<file path="config.mk">
export PLATFORM = sky130hd
export DESIGN_NAME = sync_serial_xcvr
export DESIGN_NICKNAME = d
export VERILOG_FILES = /design/src/rtl/ssx_pkg.sv /design/src/rtl/ssx_halfcnt.sv /design/src/rtl/ssx_txshift.sv /design/src/rtl/ssx_rxshift.sv /design/src/rtl/sync_serial_xcvr.sv
export SDC_FILE = /design/constraint.sdc
export NUM_CORES = 1
export LEC_CHECK = 0
export BUFFER_PORTS_ARGS = -buffer_cell sky130_fd_sc_hd__buf_2
export CORE_ASPECT_RATIO = 1.2
export CORE_MARGIN = 4
export CORE_UTILIZATION = 59
export DETAILED_ROUTE_END_ITERATION = 7
export PLACE_DENSITY = 0.79
export SETUP_SLACK_MARGIN = 0.15
export SYNTH_ARGS = -nofsm -noshare
export SYNTH_HDL_FRONTEND = slang
export SYNTH_HIERARCHICAL = 1
export SYNTH_SLANG_ARGS = --single-unit
</file>
<file path="constraint.sdc">
create_clock -name clk -period 2.9 [get_ports clk]
set_input_delay 0 -clock clk [delete_from_list [all_inputs] [get_ports clk]]
set_output_delay 0 -clock clk [all_outputs]
set_load 0.01 [all_outputs]
</file>
<file path="src/rtl/ssx_pkg.sv">
package ssx_pkg;
    typedef enum logic [1:0] {ST_IDLE, ST_LOW, ST_HIGH, ST_GAP} ssx_state_e;

    localparam logic [1:0] A_CTRL = 2'd0;
    localparam logic [1:0] A_STAT = 2'd1;
    localparam logic [1:0] A_TXD  = 2'd2;
    localparam logic [1:0] A_RXD  = 2'd3;
endpackage

</file>
<file path="src/rtl/ssx_halfcnt.sv">
// Half-period timer: reloads on restart or on its own tick.
module ssx_halfcnt #(
    parameter int SEL_W = 3
) (
    input  logic             clk,
    input  logic             rst_n,
    input  logic             restart,
    input  logic [SEL_W-1:0] sel,
    output logic             tick
);
    localparam int CNT_W = 2 ** SEL_W;

    logic [CNT_W-1:0] cnt;
    logic [CNT_W-1:0] reload;

    // half period = 2 << sel cycles, so reload = (2 << sel) - 1
    assign reload = ~({CNT_W{1'b1}} << ({1'b0, sel} + 1'b1));
    assign tick   = (cnt == '0) && !restart;

    always_ff @(posedge clk or negedge rst_n) begin
        if (!rst_n)
            cnt <= '0;
        else if (restart || tick)
            cnt <= reload;
        else
            cnt <= cnt - 1'b1;
    end
endmodule

</file>
<file path="src/rtl/ssx_txshift.sv">
module ssx_txshift #(
    parameter int W = 8
) (
    input  logic         clk,
    input  logic         rst_n,
    input  logic         load,
    input  logic [W-1:0] din,
    input  logic         shift,
    output logic         bit_o
);
    logic [W-1:0] sh;

    always_ff @(posedge clk or negedge rst_n) begin
        if (!rst_n)
            sh <= '1;
        else if (load)
            sh <= din;
        else if (shift)
            sh <= {sh[W-2:0], 1'b1};
    end

    assign bit_o = sh[W-1];
endmodule

</file>
<file path="src/rtl/ssx_rxshift.sv">
// Holds the first W-1 sampled bits; the last bit is taken straight from the pin.
module ssx_rxshift #(
    parameter int W = 8
) (
    input  logic         clk,
    input  logic         rst_n,
    input  logic         sample,
    input  logic         bit_i,
    output logic [W-2:0] q
);
    always_ff @(posedge clk or negedge rst_n) begin
        if (!rst_n)
            q <= '0;
        else if (sample)
            q <= {q[W-3:0], bit_i};
    end
endmodule

</file>
<file path="src/rtl/sync_serial_xcvr.sv">
module sync_serial_xcvr #(
    parameter int DATA_W = 8,
    parameter int SEL_W  = 3
) (
    input  logic              clk,
    input  logic              rst_n,
    input  logic              bus_wr,
    input  logic              bus_rd,
    input  logic [1:0]        bus_addr,
    input  logic [DATA_W-1:0] bus_wdata,
    output logic [DATA_W-1:0] bus_rdata,
    output logic              sclk_o,
    output logic              mosi_o,
    input  logic              miso_i
);
    import ssx_pkg::*;

    localparam int BCNT_W = $clog2(DATA_W);
    localparam int PAD_W  = DATA_W - 2 - SEL_W;

    ssx_state_e st, st_nxt;

    logic              tx_en, rx_en;
    logic [SEL_W-1:0]  div_sel;
    logic [DATA_W-1:0] tx_buf, rx_buf;
    logic              tx_empty, rx_full, ovr, rx_act, sclk_q;
    logic [BCNT_W-1:0] bcnt;
    logic [DATA_W-2:0] rx_q;
    logic              tick, tx_bit;

    wire wr_ctrl  = bus_wr && (bus_addr == A_CTRL);
    wire wr_stat  = bus_wr && (bus_addr == A_STAT);
    wire wr_txd   = bus_wr && (bus_addr == A_TXD);
    wire rd_rxd   = bus_rd && (bus_addr == A_RXD);

    wire start_tx = tx_en && !tx_empty;
    wire start_rx = rx_en && !tx_en && !rx_full;
    wire go       = !ovr && (start_tx || start_rx);
    wire last_bit = (bcnt == BCNT_W'(DATA_W - 1));
    wire load     = (st == ST_IDLE) && go;
    wire sample   = (st == ST_LOW)  && tick;
    wire shift    = (st == ST_HIGH) && tick;
    wire done     = sample && last_bit;
    wire [DATA_W-1:0] rx_word = {rx_q, miso_i};

    ssx_halfcnt #(.SEL_W(SEL_W)) u_half (
        .clk     (clk),
        .rst_n   (rst_n),
        .restart (st == ST_IDLE),
        .sel     (div_sel),
        .tick    (tick)
    );

    ssx_txshift #(.W(DATA_W)) u_txsh (
        .clk   (clk),
        .rst_n (rst_n),
        .load  (load),
        .din   (start_tx ? tx_buf : {DATA_W{1'b1}}),
        .shift (shift),
        .bit_o (tx_bit)
    );

    ssx_rxshift #(.W(DATA_W)) u_rxsh (
        .clk    (clk),
        .rst_n  (rst_n),
        .sample (sample),
        .bit_i  (miso_i),
        .q      (rx_q)
    );

    // next state
    always_comb begin
        st_nxt = st;
        unique case (st)
            ST_IDLE: if (go)   st_nxt = ST_LOW;
            ST_LOW:  if (tick) st_nxt = last_bit ? ST_GAP : ST_HIGH;
            ST_HIGH: if (tick) st_nxt = ST_LOW;
            ST_GAP:  if (tick) st_nxt = ST_IDLE;
        endcase
    end

    // state register
    always_ff @(posedge clk or negedge rst_n) begin
        if (!rst_n) st <= ST_IDLE;
        else        st <= st_nxt;
    end

    // outputs, flags and registers
    always_ff @(posedge clk or negedge rst_n) begin
        if (!rst_n) begin
            sclk_q   <= 1'b1;
            bcnt     <= '0;
            rx_act   <= 1'b0;
            tx_en    <= 1'b0;
            rx_en    <= 1'b0;
            div_sel  <= '0;
            tx_buf   <= '0;
            tx_empty <= 1'b1;
            rx_buf   <= '0;
            rx_full  <= 1'b0;
            ovr      <= 1'b0;
        end else begin
            if (load) begin
                sclk_q <= 1'b0;
                bcnt   <= '0;
                rx_act <= rx_en;
            end
            if (sample) begin
                sclk_q <= 1'b1;
                bcnt   <= bcnt + 1'b1;
            end
            if (shift)
                sclk_q <= 1'b0;

            if (wr_ctrl) begin
                tx_en   <= bus_wdata[0];
                rx_en   <= bus_wdata[1];
                div_sel <= bus_wdata[2 +: SEL_W];
            end

            if (wr_txd) begin
                tx_buf   <= bus_wdata;
                tx_empty <= 1'b0;
            end else if (load && start_tx) begin
                tx_empty <= 1'b1;
            end

            if (wr_stat && !bus_wdata[2])
                ovr <= 1'b0;

            if (done && rx_act) begin
                if (rx_full && !rd_rxd) begin
                    ovr <= 1'b1;
                end else begin
                    rx_buf  <= rx_word;
                    rx_full <= 1'b1;
                end
            end else if (rd_rxd) begin
                rx_full <= 1'b0;
            end
        end
    end

    assign sclk_o = sclk_q;
    assign mosi_o = ((st == ST_LOW) || (st == ST_HIGH)) ? tx_bit : 1'b1;

    always_comb begin
        unique case (bus_addr)
            A_CTRL:  bus_rdata = {{PAD_W{1'b0}}, div_sel, rx_en, tx_en};
            A_STAT:  bus_rdata = {{(DATA_W-3){1'b0}}, ovr, tx_empty, rx_full};
            A_TXD:   bus_rdata = tx_buf;
            default: bus_rdata = rx_buf;
        endcase
    end
endmodule

</file>
Word level (Yosys, flattened, before mapping)
Index checks and enable logic that the tools add are counted.
Cells by class
  shift-type cells: 1
  equal/unequal tests: 12
  $add $sub $neg: 3
  bitwise operators: 2
  reduce and logical (&&, ||, !) cells: 38
  mux-type cells: 25
Operators with widths (count)
  $mux W8: 4
  $pmux W8 S3: 1
  $logic_and A1 B1 Y1: 17
  $mux W1: 13
  $ne A2 B2 Y1 const B: 5
  $eq A2 B2 Y1 const B: 4
  $logic_not A8 Y1: 1
  $mux W2: 4
  $not A8 Y8: 1
  $pmux W2 S4: 1
  $reduce_bool A2 Y1: 4
  $shl A8 B4 Y8 const A: 1
  $sub A8 B1 Y8 const B: 1
  $logic_not A1 Y1: 7
  $mux W3: 2
  $add A3 B1 Y4 const B: 1
  $eq A2 B1 Y1 const B: 2
  $logic_not A2 Y1: 2
  $reduce_and A2 Y1: 2
  $reduce_and A4 Y1: 1
  $add A3 B1 Y3 const B: 1
  $eq A3 B3 Y1 const B: 1
  $logic_or A1 B1 Y1: 3
  $reduce_bool A3 Y1: 1
  $not A1 Y1: 1
Word-level totals
  input port bits: 15
  flip-flop bits (word level): 54
  logic and storage cells: 96
  output and inout port bits: 10

Logic depth before layout (Yosys ltp)
Gate-level depths: netlist (run 1).
  depth after elaboration: 9
  gate-level depth with buffers: 9

Cells and area by module
The synthesis (run 1) kept the hierarchy.
By module, submodules not included
  sync_serial_xcvr: instances 1, area each 1586.5 µm², cells an instance 144
  ssx_halfcnt: instances 1, area each 591.8 µm², cells an instance 66
  ssx_txshift: instances 1, area each 376.6 µm², cells an instance 34
  ssx_rxshift: instances 1, area each 291.5 µm², cells an instance 15

Worst setup path after synthesis (run 1)
Ideal clock, no wire load.
  kind: register to register
  start: reg u_half.cnt[0]
  end: reg rx_buf[0]
  buffers on the path: 0
  arrival time: 2013 ps
  data required time: 2775 ps
  cell stages (with the launch flop): 10
  period minus slack after synthesis: 2138 ps
  setup slack: 762 ps
  cells stage by stage: dfrtp_1 inv_1 ha_1 nor3b_2 and3_1 nand2_2 inv_2 nand3_2 a21oi_4 mux2_2
On the way
  word-level cells in the longest chain between the ends: 6
RTL lines
  start, declared: line ssx_halfcnt.sv:13  | logic [CNT_W-1:0] cnt;
  start signal, assigned: line ssx_halfcnt.sv:24  | cnt <= reload;
  start signal, assigned: line ssx_halfcnt.sv:26  | cnt <= cnt - 1'b1;
  $logic_not A8 Y1: line ssx_halfcnt.sv:18  | assign tick = (cnt == '0) && !restart;
  $logic_and A1 B1 Y1: line ssx_halfcnt.sv:18
  named net tick: line sync_serial_xcvr.sv:29  | logic tick, tx_bit;
  $logic_and A1 B1 Y1: line sync_serial_xcvr.sv:41  | wire sample = (st == ST_LOW) && tick;
  named net sample: line sync_serial_xcvr.sv:41
  $logic_and A1 B1 Y1: line sync_serial_xcvr.sv:43  | wire done = sample && last_bit;
  $logic_and A1 B1 Y1: line sync_serial_xcvr.sv:131  | if (done && rx_act) begin
  $reduce_and A2 Y1 (no line)
  end signal, assigned: line sync_serial_xcvr.sv:135  | rx_buf <= rx_word;
  end, declared: line sync_serial_xcvr.sv:25  | logic [DATA_W-1:0] tx_buf, rx_buf;
The timed path passes the listed nets, and every way through them passes these cells.
A chain may end at the register's enable or synchronous reset.

Worst setup path in the final report (run 1)
  start: reg u_half.cnt[0]
  end: reg rx_buf[3]
Same word-level chain as after synthesis.

==> impl_results.rst, run 1 <==
.. list-table::
   :header-rows: 1

   * - Metric
     - Value
   * - Outcome
     - finished clean
   * - Min-Delay Endpoint
     - ovr
   * - Row Count
     - 27
   * - Core outline area
     - ~4600 um^2
   * - Drt drc
     - 0
   * - Required time of the critical path
     - between 3 and 4 ns
   * - Arrival time reported for the critical path endpoint
     - about 2.8 ns
   * - Antenna violations before repair
     - 0
   * - Setup skew after layout
     - 0.00837 ns
   * - Later-pin clock latency in the skew report
     - approximately 0.30 ns
   * - Largest net degree at the start of global routing
     - 49
   * - Startpoint of the tightest hold check path
     - bus_wr
   * - Fraction of final layout cells sized beyond drive strength 1
     - between 20% and 30%
   * - Number of H-tree branching levels
     - 2
   * - Number of enable flip-flop cells after synthesis
     - 0
   * - Total power
     - 2.38 mW
   * - Clock transition at path regs
     - 0.09 ns
   * - Share of the core filled with cells
     - about 69%
   * - Overall die height
     - around 84 um
   * - Post-route ant nets
     - 0
   * - Max_slew headroom
     - between 30% and 40%
   * - Area growth from synthesis to final layout
     - 11.8%
   * - Largest driver fanout on the critical path
     - 11
   * - CP delay by family, top
     - simple AND/OR/NAND/NOR gates
   * - Upper clock frequency limit
     - about 390 MHz
   * - Flip-flop cell with the highest count after synthesis
     - sky130_fd_sc_hd__dfrtp_1
   * - Crit. End Element
     - flip-flop
   * - Router iterations before antenna repair
     - 5
   * - Worst R2R Start
     - u_half/cnt[0]
   * - Async set or reset register ratio after synthesis
     - 100%
   * - Global router's overall resource usage
     - just over 20%
   * - Total Negative Setup Slacks
     - 0 ns
   * - Cell depth of the worst min-delay path
     - 4
   * - Crit path buf inv count
     - 2
   * - Register-to-register path setup slack
     - between 0.3 and 0.4 ns
   * - Half-perimeter wire length of the detailed placement result
     - between 4000 and 5000 um
   * - Synth warnings
     - 6
   * - Maximum buffer depth of the clock tree
     - 2
   * - Slowest cell on the critical path
     - sky130_fd_sc_hd__dfrtp_1
   * - Synth Net Count
     - approximately 290
   * - Total number of vias
     - around 2,000
   * - GRT met3 Usage
     - under 10%
   * - Post-route clock period utilization
     - 88.3%
   * - Clock root buffer
     - sky130_fd_sc_hd__clkbuf_8
   * - Die Outline Area
     - between 6000 and 7000 um^2
   * - IR Drop Worst-Case VDD
     - approximately 0.48 mV
   * - Post-CTS Setup Repair Bufs
     - 0
   * - Met1 capacity usage during global routing
     - about a quarter
   * - CTS tree
     - done
   * - Filler cells
     - 323
   * - Number of buffers inserted during clock tree synthesis
     - 5
   * - Final hold viol count
     - 0
   * - Kind of path behind the tightest hold check
     - input pin to flip-flop
   * - Avg WL per Cell
     - between 15 and 20 um
   * - Reg2reg end
     - rx_buf[3]
   * - 1st-iter DRT viols
     - 59
   * - Met2 usage
     - ~36%
   * - Initial Util
     - between 60% and 70%
   * - Final critical delay including setup and external delays
     - 2.56 ns
   * - Clock Sinks
     - 54
   * - Leading cell types by count after synthesis
     - 44 x sky130_fd_sc_hd__dfrtp_1, 41 x sky130_fd_sc_hd__nand2_1, 16 x sky130_fd_sc_hd__mux2_2
   * - Pwr dens
     - between 700 and 800 nW/um^2
   * - Most repeated cell in the gate-level netlist after synthesis
     - sky130_fd_sc_hd__dfrtp_1
   * - Global-route wire length before repair
     - 9640 um
   * - Final antenna diode count
     - 0
   * - Overall routed net length
     - ~5700 um
   * - Cell types with the largest area share after synthesis
     - sky130_fd_sc_hd__dfrtp_1 39%, sky130_fd_sc_hd__dfstp_2 9.2%, sky130_fd_sc_hd__mux2_2 6.3%
   * - Most congested layer reported by global routing
     - met2
   * - Most area-hungry cell type in the Yosys netlist
     - sky130_fd_sc_hd__dfrtp_1
   * - Number of instances in the synthesized netlist
     - 259
   * - Post-Layout Cell Count
     - approximately 350
   * - Worst slew pin tran
     - just over 1 ns
   * - Die outline width
     - about 71 um
   * - Instance count after placement with tap cells included
     - ~340
   * - Netlist Area Pre-Place
     - about 2800 um^2
   * - Crit path kind
     - flip-flop to flip-flop
   * - Ratio of routed vias to standard cells
     - ~5.5
   * - Leftover overflow at the end of global routing
     - 0
   * - Port buffer count
     - 24
   * - Max Slew Vio Count
     - 0
   * - Final net count
     - 321
   * - Fraction of the yosys area taken by sequential cells
     - a little under half
   * - Average size of a mapped cell
     - approximately 11 um^2
   * - Max cap viols
     - 0
   * - Crit-path max cell delay
     - about 0.39 ns
   * - Unrepaired setup endpoints after global routing
     - false
   * - I/O pin count
     - 25
   * - Top-area cell type share of the netlist area
     - 38.7%
   * - Type of origin of the critical path
     - flip-flop
   * - Unique cell type count in the Yosys netlist
     - 40
   * - Via count of the first global-routing pass
     - approximately 2,000
   * - Cell Chain, Critical Path
     - inv_1, ha_1, nor3b_2, and3_1, nand2_2, inv_2, nand3_2, a21oi_4, mux2_2
   * - Number of setup violations in the final report
     - 0
   * - Worst-case reg-to-reg path depth
     - 9
   * - Leakage dissipation
     - 1.48 nW
   * - RePlAce Congestion
     - 0.831
   * - CTS resizes
     - 0
   * - Number of register bits inferred by synthesis
     - 54
cells by family after synthesis:
kind of cell,count (synthesis),share of synthesized area [%]
AOI/OAI and AO/OA,40,8.62
xor gates and xnor gates,3,0.923
adders and majority gates,11,4.84
buffers and inverters,15,2.90
DFF,54,47.9
muxes,41,17.8
and+or+nand+nor,95,17.0
what timing repair did:
action / CTS / global route
endpoints found under the setup margin: 0 / 0
hold endpoints to repair: 59 / 0
hold buffers: 10 / 0
sequential cells by signal (all words and copies together), names as in the netlist:
name	count
bcnt	3
div_sel	3
ovr	1
rx_act	1
rx_buf	8
rx_en	1
rx_full	1
sclk_o	1
st	2
tx_buf	8
tx_empty	1
tx_en	1
u_half/cnt	8
u_rxsh/q	7
u_txsh/sh	8
worst register-to-register path: cells and delay by family, from the launching register on:
family	cells	cell delay, ns
adder cells (fa/ha/maj)	1	0.19
flip-flops	1	0.39
AND/OR/NAND/NOR	4	0.88
AO/OA/AOI/OAI	1	0.28
buffers and inverters	2	0.34
multiplexers	1	0.38
metrics by stage:
step | setup slack [ns] | hold WS (ns) | instance area (um^2)
3_3_place_gp | 0.467 | 0.194 | 3000
3_5_place_dp | 0.371 | 0.203 | 3000
4_1_cts | 0.336 | 0.0839 | 3180
5_1_grt | 0.168 | 0.103 | 3180
6_report | 0.338 | 0.0873 | 3180
2_1_floorplan | 0.762 | -0.296 | 2850
how the worst max path moves through the flow:
stage	startpoint	to	slack, ns	cells past startpoint
after CTS	u_half/cnt[0]	rx_buf[3]	0.34	9
after global placement	u_half/cnt[0]	rx_buf[7]	0.47	9
final	u_half/cnt[0]	rx_buf[3]	0.34	9
after floorplan	u_half/cnt[0]	rx_buf[0]	0.76	9
after global routing	u_half/cnt[0]	rx_buf[7]	0.17	9
after detailed placement	u_half/cnt[0]	rx_buf[3]	0.37	9
area by class of cell:
class	instances	area, um^2	share of cell area, %
clock buffers	6	72.6	2.28
clock inverters	2	8.76	0.275
inverters	8	30.0	0.943
multi-input cells	190	1400	44.0
flip-flops and latches	54	1360	42.8
well taps	58	72.6	2.28
repair buffers	36	235	7.39
cell usage in the layout (no fill, tap or decap), types with 7 or more instances in the layout:
cell type	synthesis	layout
sky130_fd_sc_hd__ha_1	11	11
sky130_fd_sc_hd__nand2_1	41	41
sky130_fd_sc_hd__mux2_2	16	16
sky130_fd_sc_hd__inv_1	7	7
sky130_fd_sc_hd__mux2_4	8	8
sky130_fd_sc_hd__nand2b_1	12	12
sky130_fd_sc_hd__o21ai_1	9	9
sky130_fd_sc_hd__a21oi_1	11	11
sky130_fd_sc_hd__nor2_1	11	11
sky130_fd_sc_hd__dlygate4sd3_1	0	10
sky130_fd_sc_hd__mux2i_1	14	14
sky130_fd_sc_hd__nand3_1	9	9
sky130_fd_sc_hd__dfstp_2	10	10
sky130_fd_sc_hd__dfrtp_1	44	44
sky130_fd_sc_hd__buf_2	3	24
sky130_fd_sc_hd__o21ai_0	10	10
layer usage:
layer	part of all wire, %	vias up
met4	2.8	0
li1	-	961
met1	42	950
met3	2.8	11
met2	52	36
met5	0	-
report_power, final:
| group | internal [mW] | total [mW] | leakage (nW) | switching (mW) |
|---|---|---|---|---|
| combinational | 0.380 | 0.829 | 0.771 | 0.450 |
| sequential | 0.984 | 1.16 | 0.670 | 0.173 |
| clock | 0.167 | 0.393 | 0.0426 | 0.226 |
(Power assumes the default switching activity.)
==> inputs of run 2 (changes only) <==
Settings changed: BUFFER_PORTS_ARGS -buffer_cell sky130_fd_sc_hd__buf_2 to unset, CORE_UTILIZATION 59 to 63, DONT_BUFFER_PORTS set to 1.
==> run 2 against run 1 <==
  * Global-route usage grew 0.67 points
  * Die area shrank 5.7%
  * Clock power grew 7.1%
  * Setup slack gained 0.19 ns
  * Largest cell class unchanged
  * Sequential share of layout area grew 0.86 points
  * Clock skew shrank 0.0028 ns
  * Via count shrank 2.8%
  * Non-clock buffer count shrank 21
  * Sequential power is essentially flat
  * Worst hold slack lost 0.055 ns
  * Largest power group unchanged
  * Critical path type unchanged
  * Wire length shrank 1.5%
==> impl_results.rst, run 2 (same netlist as run 1, synthesis figures left out) <==
.. list-table::
   :header-rows: 1

   * - Metric
     - Value
   * - Outcome
     - finished clean
   * - Core outline area
     - 4330 um^2 (-6.5%)
   * - Drt drc
     - 0 (unchanged)
   * - Largest driver fanout on the critical path
     - 8 (-3)
   * - Overall routed net length
     - 5590 um (-1.5%)
   * - Global-route wire length before repair
     - 9420 um (-2.3%)
   * - Cell Chain, Critical Path
     - inv_1, ha_1, nor3b_2, and3_1, nand2_2, inv_2, nand3_2, a21oi_4, mux2_2
   * - CTS tree
     - done
   * - Routed length on met3
     - 164 um (+1.9%)
   * - Fraction of final layout cells sized beyond drive strength 1
     - 20.4% (-6.3 points)
   * - Global router's overall resource usage
     - 21.3% (+0.67 points)
   * - Wire length on met1
     - 2320 um (-2.4%)
   * - Worst hold-check slack
     - 0.0325 ns (-0.0548 ns)
   * - Total number of vias
     - 1,904 (-2.8%)
   * - Max cap viols
     - 0 (unchanged)
   * - Clock transition at path regs
     - 0.09 ns (about the same)
   * - Type of origin of the critical path
     - flip-flop
   * - Crit path kind
     - flip-flop to flip-flop
   * - Port buffer count
     - 0 (-100%)
   * - Antenna violations before repair
     - 0 (unchanged)
   * - Final hold viol count
     - 0 (unchanged)
   * - Post-route clock period utilization
     - 81.7% (-6.7 points)
   * - Router iterations before antenna repair
     - 4 (-1)
   * - Die outline width
     - 69.4 um (-2.9%)
   * - Number of setup violations in the final report
     - 0 (unchanged)
   * - Maximum buffer depth of the clock tree
     - 2 (unchanged)
   * - Total Negative Setup Slacks
     - 0 ns (unchanged)
   * - Final critical delay including setup and external delays
     - 2.37 ns (-0.193 ns)
   * - Worst slew pin tran
     - 0.721 ns (-0.314 ns)
   * - Clock root buffer
     - sky130_fd_sc_hd__clkbuf_8
   * - Max Slew Vio Count
     - 0 (unchanged)
   * - I/O pin count
     - 25 (unchanged)
   * - 1st-iter DRT viols
     - 90 (+53%)
   * - Filler cells
     - 292 (-9.6%)
   * - Leftover overflow at the end of global routing
     - 0 (unchanged)
   * - Max_slew headroom
     - 51.8% (+21 points)
   * - Ratio of routed vias to standard cells
     - 5.75 (+4.0%)
   * - Highest metal layer with signal wires
     - met4
   * - Later-pin clock latency in the skew report
     - 0.30 ns (about the same)
   * - Row Count
     - 26 (-3.7%)
   * - Crit path buf inv count
     - 2 (unchanged)
   * - IR Drop Worst-Case VDD
     - 0.502 mV (+5.1%)
   * - Post-route ant nets
     - 0 (unchanged)
   * - Commonest cells after routing, fill and taps aside
     - 44 x sky130_fd_sc_hd__dfrtp_1, 41 x sky130_fd_sc_hd__nand2_1, 16 x sky130_fd_sc_hd__mux2_2
   * - Slowest cell on the critical path
     - sky130_fd_sc_hd__dfrtp_1
   * - Leakage dissipation
     - 1.41 nW (-5.3%)
   * - Kind of path behind the tightest hold check
     - input pin to flip-flop
   * - CP delay by family, top
     - simple AND/OR/NAND/NOR gates
   * - Die Outline Area
     - 5660 um^2 (-5.7%)
   * - Number of buffers inserted during clock tree synthesis
     - 5 (unchanged)
   * - Met2 wire length
     - 2860 um (-4.0%)
   * - Crit-path max cell delay
     - 0.40 ns (about the same)
   * - Setup skew after layout
     - 0.00556 ns (-0.00281 ns)
   * - Required time of the critical path
     - 3.09 ns (about the same)
   * - Upper clock frequency limit
     - 422 MHz (+8.2%)
   * - Half-perimeter wire length of the detailed placement result
     - 3940 um (-4.8%)
   * - RePlAce Congestion
     - 0.783 (-5.8%)
   * - Final antenna diode count
     - 0 (unchanged)
   * - Overall die height
     - 81.6 um (-2.9%)
   * - Area growth from synthesis to final layout
     - 9.63%
   * - Arrival time reported for the critical path endpoint
     - 2.56 ns (-0.19 ns)
   * - Via count of the first global-routing pass
     - 1,979 (-3.4%)
   * - Final net count
     - 300 (-6.5%)
   * - Avg WL per Cell
     - 16.9 um (+5.4%)
   * - Initial Util
     - 65.8% (+4.3 points)
   * - Pwr dens
     - 759 nW/um^2 (+1.5%)
   * - Crit. End Element
     - flip-flop
   * - Number of H-tree branching levels
     - 2 (unchanged)
   * - Most common cell after layout, fill and taps aside
     - sky130_fd_sc_hd__dfrtp_1
   * - Clock Sinks
     - 54 (unchanged)
   * - CTS resizes
     - 0 (unchanged)
   * - Unrepaired setup endpoints after global routing
     - false
   * - Largest net degree at the start of global routing
     - 55 (+12%)
-- run 2: routing by layer --
metal	up-vias	track usage [%]
met2	42	38.8
li1	926	-
met1	919	24.1
met3	17	3.30
met4	0	11.7
met5	-	0
-- run 2: stage by stage --
| step | cell area, um^2 | total power, mW | std cells | util, % | setup slack, ns |
|---|---|---|---|---|---|
| final | 3120 | 2.37 | 331 | 72.1 | 0.532 |
| after global routing | 3120 | 2.54 | 331 | 72.1 | 0.398 |
| after CTS | 3120 | 2.38 | 331 | 72.1 | 0.557 |
| after detailed placement | 2870 | 1.92 | 309 | 66.4 | 0.577 |
| after global placement | 2870 | 1.89 | 309 | 66.4 | 0.666 |
| after floorplan | 2850 | 1.77 | 259 | - | 0.762 |
-- run 2: final cells by class --
type,instances,area [um^2],share of cell area (%)
multi-input cells,190,1400,44.9
flip-flops and latches,54,1360,43.7
repair buffers,15,165,5.29
clock buffers,7,86.3,2.77
well taps,56,70.1,2.25
inverters,8,30.0,0.962
clock inverters,1,5.00,0.160
-- run 2: timing repair --
action / CTS / global route
buffers inserted: 0 / 0
endpoints found under the hold margin: 70 / 0
hold buffers: 14 / 0
-- run 2: worst reg2reg max path, delay by kind of cell (launching register included) --
family / cells / cell delay, ns
AOI/OAI and AO/OA: 1 / 0.29
adders and majority gates: 1 / 0.19
buffers and inverters: 2 / 0.18
DFF: 1 / 0.40
muxes: 1 / 0.39
and+or+nand+nor: 4 / 0.83
-- run 2: power breakdown --
part | switching, mW | internal (mW) | total, mW
Combinational | 0.428 | 0.358 | 0.786
Sequential | 0.176 | 0.984 | 1.16
Clock | 0.228 | 0.193 | 0.421
Total | 0.833 | 1.53 | 2.37
-- run 2: final timing paths --
path                       depth (start not counted)            to          start  slack, ns
hold / removal                                     3     tx_buf[3]    bus_addr[1]       0.03
max in group asynchronous                          2  u_txsh/sh[4]          rst_n       2.41
min in group asynchronous                          2   u_rxsh/q[3]          rst_n       0.20
setup / recovery                                   9     rx_buf[7]  u_half/cnt[0]       0.53
setup reg to reg                                   9     rx_buf[7]  u_half/cnt[0]       0.53
hold reg to reg                                    2     tx_buf[3]      tx_buf[3]       0.50
